### src/rtl/smb_pkg.sv
package smb_pkg;
  typedef logic [7:0] smb_byte_t;

  localparam smb_byte_t SMB_QUERY  = 8'hFF;
  localparam smb_byte_t SMB_IN_RAM = 8'h01;
  localparam smb_byte_t SMB_LOCK   = 8'h02;
  localparam smb_byte_t SMB_OPEN   = 8'hFF;
  localparam smb_byte_t SMB_ZERO   = 8'h00;
endpackage

### src/rtl/smb_mask_merge.sv
module smb_mask_merge #(
  parameter int unsigned W = 8
) (
  input  logic [W-1:0] old_i,
  input  logic [W-1:0] data_i,
  input  logic [W-1:0] mask_i,
  output logic [W-1:0] merged_o
);
  for (genvar b = 0; b < W; b++) begin : g_bit
    assign merged_o[b] = mask_i[b] ? data_i[b] : old_i[b];
  end
endmodule

### src/rtl/smb_lock_reg.sv
module smb_lock_reg
  import smb_pkg::*;
(
  input  logic      clk_i,
  input  logic      rst_ni,
  input  logic      wr_i,
  input  smb_byte_t wdata_i,
  output smb_byte_t val_o
);
  smb_byte_t val_q, val_d;
  smb_byte_t wm_q, wm_d;
  smb_byte_t merged;
  smb_byte_t cand;
  logic      upd_en;

  smb_mask_merge #(.W(8)) u_merge (
    .old_i   (val_q),
    .data_i  (wdata_i),
    .mask_i  (wm_q),
    .merged_o(merged)
  );

  assign upd_en = wr_i;

  always_comb begin
    val_d = val_q;
    wm_d  = wm_q;
    cand  = (wm_q == SMB_OPEN) ? SMB_ZERO : merged;
    if (upd_en) begin
      if (merged == SMB_QUERY) begin
        val_d = SMB_IN_RAM;
        wm_d  = SMB_LOCK;
      end else if ((cand & SMB_LOCK) != SMB_ZERO) begin
        val_d = SMB_LOCK;
        wm_d  = wm_q & ~SMB_LOCK;
      end else begin
        val_d = cand;
      end
    end
  end

  always_ff @(posedge clk_i or negedge rst_ni) begin
    if (!rst_ni) begin
      val_q <= SMB_ZERO;
      wm_q  <= SMB_OPEN;
    end else if (upd_en) begin
      val_q <= val_d;
      wm_q  <= wm_d;
    end
  end

  assign val_o = val_q;

  // query in open state negotiates the feature
  a_r2_query_negotiates: assert property (@(posedge clk_i) disable iff (!rst_ni)
    (wr_i && wm_q == SMB_OPEN && wdata_i == SMB_QUERY) |=> (val_q == SMB_IN_RAM && wm_q == SMB_LOCK));
  // non-query writes in open state are discarded
  a_r3_discard_open: assert property (@(posedge clk_i) disable iff (!rst_ni)
    (wr_i && wm_q == SMB_OPEN && wdata_i != SMB_QUERY) |=> (val_q == SMB_ZERO && wm_q == SMB_OPEN));
  // once narrowed, the mask never reopens
  a_r4_mask_no_reopen: assert property (@(posedge clk_i) disable iff (!rst_ni)
    (wm_q != SMB_OPEN) |=> (wm_q != SMB_OPEN));
  // a closed mask always pairs with the lock value
  a_r5_closed_is_locked: assert property (@(posedge clk_i) disable iff (!rst_ni)
    (wm_q == SMB_ZERO) |-> (val_q == SMB_LOCK));
endmodule

### src/rtl/smb_win_decode.sv
module smb_win_decode #(
  parameter int unsigned      ADDR_W   = 32,
  parameter logic [ADDR_W-1:0] WIN_BASE = 'h30000,
  parameter int unsigned      WIN_SIZE = 'h20000
) (
  input  logic [ADDR_W-1:0] addr_i,
  output logic              hit_o
);
  localparam logic [ADDR_W:0] BASE_X  = {1'b0, WIN_BASE};
  localparam logic [ADDR_W:0] LIMIT_X = BASE_X + (ADDR_W+1)'(WIN_SIZE);

  logic [ADDR_W:0] addr_x;
  assign addr_x = {1'b0, addr_i};
  assign hit_o  = (addr_x >= BASE_X) && (addr_x < LIMIT_X);
endmodule

### src/rtl/smbase_lock_win.sv
module smbase_lock_win
  import smb_pkg::*;
#(
  parameter bit               FEATURE_EN = 1'b1,
  parameter int unsigned      ADDR_W     = 32,
  parameter int unsigned      BUS_W      = 32,
  parameter logic [ADDR_W-1:0] WIN_BASE  = 'h30000,
  parameter int unsigned      WIN_SIZE   = 'h20000
) (
  input  logic              clk_i,
  input  logic              rst_ni,
  input  logic              cfg_wr_i,
  input  logic [7:0]        cfg_wdata_i,
  output logic [7:0]        cfg_rdata_o,
  output logic              lock_o,
  input  logic [ADDR_W-1:0] acc_addr_i,
  input  logic              acc_smm_i,
  input  logic              acc_wr_i,
  input  logic [BUS_W-1:0]  dram_rdata_i,
  output logic [BUS_W-1:0]  acc_rdata_o,
  output logic              dram_wr_o,
  output logic              win_hit_o,
  output logic              bh_sel_o
);
  smb_byte_t ctl_val;

  if (FEATURE_EN) begin : g_feat
    smb_lock_reg u_reg (
      .clk_i  (clk_i),
      .rst_ni (rst_ni),
      .wr_i   (cfg_wr_i),
      .wdata_i(cfg_wdata_i),
      .val_o  (ctl_val)
    );
  end else begin : g_nofeat
    assign ctl_val = SMB_ZERO;
  end

  smb_win_decode #(
    .ADDR_W  (ADDR_W),
    .WIN_BASE(WIN_BASE),
    .WIN_SIZE(WIN_SIZE)
  ) u_dec (
    .addr_i(acc_addr_i),
    .hit_o (win_hit_o)
  );

  assign cfg_rdata_o = ctl_val;
  assign lock_o      = (ctl_val & SMB_LOCK) != SMB_ZERO;
  assign bh_sel_o    = win_hit_o && lock_o && !acc_smm_i;
  assign acc_rdata_o = bh_sel_o ? {BUS_W{1'b1}} : dram_rdata_i;
  assign dram_wr_o   = acc_wr_i && !bh_sel_o;

  // lock is sticky until reset
  a_r5_lock_sticky: assert property (@(posedge clk_i) disable iff (!rst_ni)
    lock_o |=> lock_o);
  // blackhole only for non-SMM accesses inside the window
  a_r7_bh_scope: assert property (@(posedge clk_i) disable iff (!rst_ni)
    bh_sel_o |-> (!acc_smm_i && win_hit_o));
  // SMM accesses are never suppressed
  a_r8_smm_passes: assert property (@(posedge clk_i) disable iff (!rst_ni)
    acc_smm_i |-> (dram_wr_o == acc_wr_i));
endmodule

### config.mk
export PLATFORM = sky130hd
export DESIGN_NAME = smbase_lock_win
export DESIGN_NICKNAME = d
export VERILOG_FILES = /design/src/rtl/smb_pkg.sv /design/src/rtl/smb_mask_merge.sv /design/src/rtl/smb_lock_reg.sv /design/src/rtl/smb_win_decode.sv /design/src/rtl/smbase_lock_win.sv
export SDC_FILE = /design/constraint.sdc
export NUM_CORES = 1
export LEC_CHECK = 0
export CORE_MARGIN = 1.5
export CORE_UTILIZATION = 24
export CTS_BUF_LIST = sky130_fd_sc_hd__clkbuf_8
export CTS_CLUSTER_DIAMETER = 30
export CTS_CLUSTER_SIZE = 16
export DETAILED_ROUTE_END_ITERATION = 12
export PLACE_DENSITY_LB_ADDON = 0.1
export RECOVER_POWER = 100
export SLEW_MARGIN = 20
export SYNTH_ARGS = -nofsm -noshare
export SYNTH_HDL_FRONTEND = slang
export SYNTH_SLANG_ARGS = --single-unit
### constraint.sdc
create_clock -name clk_i -period 1.7 [get_ports clk_i]
set_input_delay 0.255 -clock clk_i [delete_from_list [all_inputs] [get_ports clk_i]]
set_output_delay 0.255 -clock clk_i [all_outputs]
set_load 0.01 [all_outputs]
* After elaboration in Yosys (flattened, before gate mapping)
Index checks and enable logic that the tools add are counted.
** Cells by class
- $lt $le $gt $ge :: 2
- Equality and inequality tests :: 2
- Multiplexer cells :: 14
- Reduce and logical (&&, ||, !) cells :: 9
** Operators by type and width (count)
- $ge A32 B18 Y1 const B :: 1
- $lt A32 B19 Y1 const B :: 1
- $mux W32 :: 1
- $mux W8 :: 4
- $eq A8 B8 Y1 const B :: 2
- $mux W1 :: 8
- $logic_and A1 B1 Y1 :: 4
- $reduce_and A2 Y1 :: 2
- $logic_not A1 Y1 :: 2
- $mux W2 :: 1
- $reduce_bool A2 Y1 :: 1
** Word-level totals
- Flip-flop bits (word level) :: 16
- Bits of input ports :: 77
- Output and inout bits :: 44
- Word-level logic and storage cells :: 30

* Depth between registers and ports, before layout
- Depth after elaboration :: 6
- Depth in mapped cells :: 5
- Mapped depth without buffers :: 4

* Modules after synthesis
From an unflattened synthesis, not the netlist that was laid out.
** Second synthesis, totals
- Cells, all modules :: 86
- Area total of the unflattened synthesis :: 828.3 µm²
** Modules (own cells, without submodules)
- smb_lock_reg :: instances 1, cells each 30, area each 397.9 µm², seq. area each 252.7 µm²
- smbase_lock_win :: instances 1, cells each 39, area each 256.5 µm², seq. area each 0.0 µm²
- smb_mask_merge :: instances 1, cells each 8, area each 120.1 µm², seq. area each 0.0 µm²
- smb_win_decode :: instances 1, cells each 9, area each 53.8 µm², seq. area each 0.0 µm²

* Worst setup path before layout
No wires, ideal clock.
- Kind :: input port to output port
- Start :: input acc_addr_i[30]
- End :: output acc_rdata_o[22]
- Arrival :: 1.323 ns
- Data required time :: 1.445 ns
- Slack :: 0.122 ns
- Cell stages on the path :: 5
- Buffers on the path :: 1
- Cell sequence :: nor4_4 o211ai_2 nor4_4 buf_6 or2_2
** On the way
- Word-level cells in the longest chain between the ends :: 5
- Elaborated cells between the ends (all ways) :: 6
- Those cells by class :: 2 x order compare; 1 x mux; 3 x reduce/logical
** Ends and longest elaborated chain
- from (decl) :: RTL line smbase_lock_win.sv:16 : input logic [ADDR_W-1:0] acc_addr_i,
- $ge A32 B18 Y1 / $lt A32 B19 Y1 (equally long branches) :: RTL line smb_win_decode.sv:14 : assign hit_o = (addr_x >= BASE_X) && (addr_x < LIMIT_X);
- $logic_and A1 B1 Y1 * :: RTL line smb_win_decode.sv:14
- $logic_and A1 B1 Y1 * (2 in series) :: RTL line smbase_lock_win.sv:50 : assign bh_sel_o = win_hit_o && lock_o && !acc_smm_i;
- named net bh_sel_o :: RTL line smbase_lock_win.sv:23 : output logic bh_sel_o
- $mux W32 * :: RTL line smbase_lock_win.sv:51 : assign acc_rdata_o = bh_sel_o ? {BUS_W{1'b1}} : dram_rdata_i;
- to (decl) :: RTL line smbase_lock_win.sv:20 : output logic [BUS_W-1:0] acc_rdata_o,
The timed path passes the listed nets; every way through them passes the cells marked *.

* Worst setup path in the final report
- Start :: input acc_addr_i[25]
- End :: output dram_wr_o
** On the way
- Word-level cells in the longest chain between the ends :: 6
- Elaborated cells between the ends (all ways) :: 7
- Those cells by class :: 2 x order compare; 5 x reduce/logical
** Ends and longest elaborated chain
- $ge A32 B18 Y1 / $lt A32 B19 Y1 (equally long branches) :: RTL line smb_win_decode.sv:14
- $logic_and A1 B1 Y1 * :: RTL line smb_win_decode.sv:14
- $logic_and A1 B1 Y1 * (2 in series) :: RTL line smbase_lock_win.sv:50
- $logic_not A1 Y1 * :: RTL line smbase_lock_win.sv:52 : assign dram_wr_o = acc_wr_i && !bh_sel_o;
- $logic_and A1 B1 Y1 * :: RTL line smbase_lock_win.sv:52
- to (decl) :: RTL line smbase_lock_win.sv:21 : output logic dram_wr_o,
Every way passes the cells marked *; elsewhere a longest branch is shown, timed or not.

==> impl_metrics.ini <==
[status]
outcome = complete, but fails checks
violations = setup timing

[worst_setup_path]
criticalPathCategory = in2out
cp.required_ns = 1.44
cp_slowest_cell = nor4_4
worstPathCellList = buf_2, nor4_2, nand2_1, nor4_4, buf_4, buf_6, buf_12, and2b_2, buf_6
crit_fanout = 5
crit_path_end_kind = primary output
path_common_cell = buf_6
max_stage_delay_ns = 0.26
crit_arrival_ns = 1.72
worst_setup_path_start_kind = input port

[detailed_routing]
drt_iter0_drc = 20
drt-total-wl_um = 4440
avgViaCountPerCell = 4.57
wl_per_cell_um = 16.6
ant_nets = 0
drt-pass1-iter-count = 4
dr_total_vias = 1225
drc = 0

[floorplanning]
io_pins = 121
fp.dieArea_um2 = 3870
die_y_um = 62.2
initial_utilization_pct = 25.2
core-area_um2 = 3340
die_x_um = 62.2
placementRows = 21

[cells_and_area]
finalNonFillerCells = 268
nets = 300
fillers = 283
fin_area_um2 = 2230
drive_gt1_share_pct = 46.4
area_growth_syn_to_layout_pct = 165
post-route-util_pct = 66.7
diodes = 0

[logic_synthesis]
syn-cell-area_um2 = 841
syn_inst = 99
synth.yosys.warnings = 0
synthTopCellsByArea = dfrtp_1, or2_2, nand4_1, dfstp_2, nand2_1
seq_area_frac_synth_pct = 30.1
synth_top_cell_by_area = dfrtp_1
syn_area_per_cell_um2 = 8.49
synth_top_area_share_pct = 23.8
ys_ff_latch = 10
yosysUniqueCellTypes = 30
synth.net_count = 176

[clocking]
insertion_delay_ns = 0.24
clock_path_buffers = 2
h-tree-depth = 1
path_clk_slew_ns = 0.05
cts_tree = built
ctsHoldBuffers = 0
clock_sinks = 10
clock-root-buffer = clkbuf_8
numCtsBuffers = 3

[placed_design]
gp_congestion = 0.754
io_buffers = 104
dpl-instance-area_um2 = 1960
dpl.hpwl_um = 3040
dp_cells = 251

[sta]
slew-limit-headroom_pct = 68.3
final.setup.tns_ns = -4.67
fmax_ghz = 0.506
fin_ws_ns = -0.275
period_needed_ns = 1.98
fin_worst_skew_ns = 0.00187
fin_crit_sh_pct = 116
rsz0062_at_grt = yes
setup_viol = 34
worstMarginPinSlew_ns = 0.474
slew_violations = 0
hold_viol = 0

[grt]
grt_pass1_vias = 1297
antenna_found_initial = 0
grt_pass1_wl_um = 6970
grt_max_degree = 17
globalRouteOverflowTotal = 0
track_usage_pct = 22.9

[hold_path]
min_path_type = in2async

[run]
drv_cap = 0

[pwr]
cellPowerDensity_nw_per_um2 = 392
leakage_nw = 1.03
peakVddDrop_uv = 401
==> per-stage QoR <==
step           hold slack [ns]  worst slack (ns)  power, mW
6_report                 0.413            -0.275      0.872
4_1_cts                  0.352            -0.248      0.863
3_5_place_dp             0.484            -0.885      0.551
3_3_place_gp             0.477            -0.872      0.547
5_1_grt                  0.441            -0.311      0.902
2_1_floorplan          -0.0406             0.122      0.314
==> path summary, 6_finish.rpt <==
check | depth (start not counted) | from | to | slack [ns]
min | 1 | rst_ni | g_feat.u_reg.val_o[0] | 0.41
min in group clk_i | 2 | g_feat.u_reg.val_o[7] | g_feat.u_reg.val_o[7] | 0.49
min reg2reg | 2 | g_feat.u_reg.val_o[7] | g_feat.u_reg.val_o[7] | 0.49
max | 9 | acc_addr_i[25] | dram_wr_o | -0.28
max in group asynchronous | 1 | rst_ni | g_feat.u_reg.wm_q[6] | 0.94
max reg2reg | 4 | g_feat.u_reg.wm_q[1] | g_feat.u_reg.val_o[0] | 0.06
==> placed cells by master (no fill, tap or decap), types with 2 or more instances in the layout <==
master           instances
nor2_1                   3
nand2_1                 13
a22o_1                   2
or2_4                   24
buf_4                   11
buf_12                   2
dlygate4sd2_1            3
clkdlybuf4s15_1          5
o21ai_0                  2
dfrtp_1                  8
clkbuf_8                 4
nor4_4                   2
dlygate4sd3_1           10
nand4_1                  9
inv_1                    2
or2_1                    5
nand4b_1                 2
clkdlybuf4s50_1         42
buf_6                   38
buf_2                   10
or2_2                    3
a21boi_0                 3
==> worst max-delay path: cells and delay by family <==
kind                   cells  cell delay [ns]
buffers and inverters      5             0.62
AND/OR/NAND/NOR            4             0.84
==> repair_timing <==
item	4_1_cts	5_1_grt
resized for setup	243	12
buffers inserted	10	3
pin swaps	10	5
gates cloned	4	1
setup endpoints to repair	35	35
==> state kept, by name (all words and copies together) (netlist names) <==
| register | cells |
|---|---|
| g_feat.u_reg.val_o | 8 |
| g_feat.u_reg.wm_q | 2 |
==> logic make-up after synthesis <==
logic type | synth area share [%]
flip-flops | 30.1
multiplexers | 1.34
AND/OR/NAND/NOR | 52.5
AO/OA/AOI/OAI | 9.37
buffers and inverters | 6.70
==> cell usage after synthesis <==
library cell,number
buf_6,3
nor2_1,3
a22o_1,2
o21ai_1,1
and2_1,1
nor4_4,2
a21boi_0,3
o21ai_0,1
and2b_2,1
nand2b_1,1
dfstp_2,2
mux2_2,1
nor4_1,1
nor3_1,1
nand4_1,9
nand4b_1,2
a221o_1,1
and3b_1,1
nand2_1,13
or2_1,5
clkbuf_1,2
o22ai_1,1
inv_1,2
o211ai_2,1
nand3b_1,1
dfrtp_1,8
and4_1,1
buf_4,1
nor3b_1,1
or2_2,27
==> per-layer routing <==
metal / up-vias / share of wire [%] / track usage (%)
li1: 593 / - / -
met1: 561 / 37 / 25.1
met2: 57 / 53 / 41.7
met3: 14 / 7.2 / 6.34
met4: 0 / 2.6 / 9.17
met5: - / 0 / 0
==> area by class of cell <==
class / instances / area, um^2 / share of cell area (%)
Sequential cell: 10 / 253 / 11.3
Timing Repair Buffer: 125 / 1250 / 56.0
Inverter: 2 / 7.51 / 0.337
Multi-Input combinational cell: 81 / 608 / 27.3
Tap cell: 46 / 57.6 / 2.58
Clock buffer: 4 / 55.1 / 2.47
==> power by group <==
| part | total (mW) | switching, mW | internal [mW] |
|---|---|---|---|
| clock network | 0.299 | 0.0950 | 0.204 |
| registers | 0.239 | 0 | 0.239 |
| logic | 0.335 | 0.105 | 0.229 |
(Power assumes the default switching activity.)
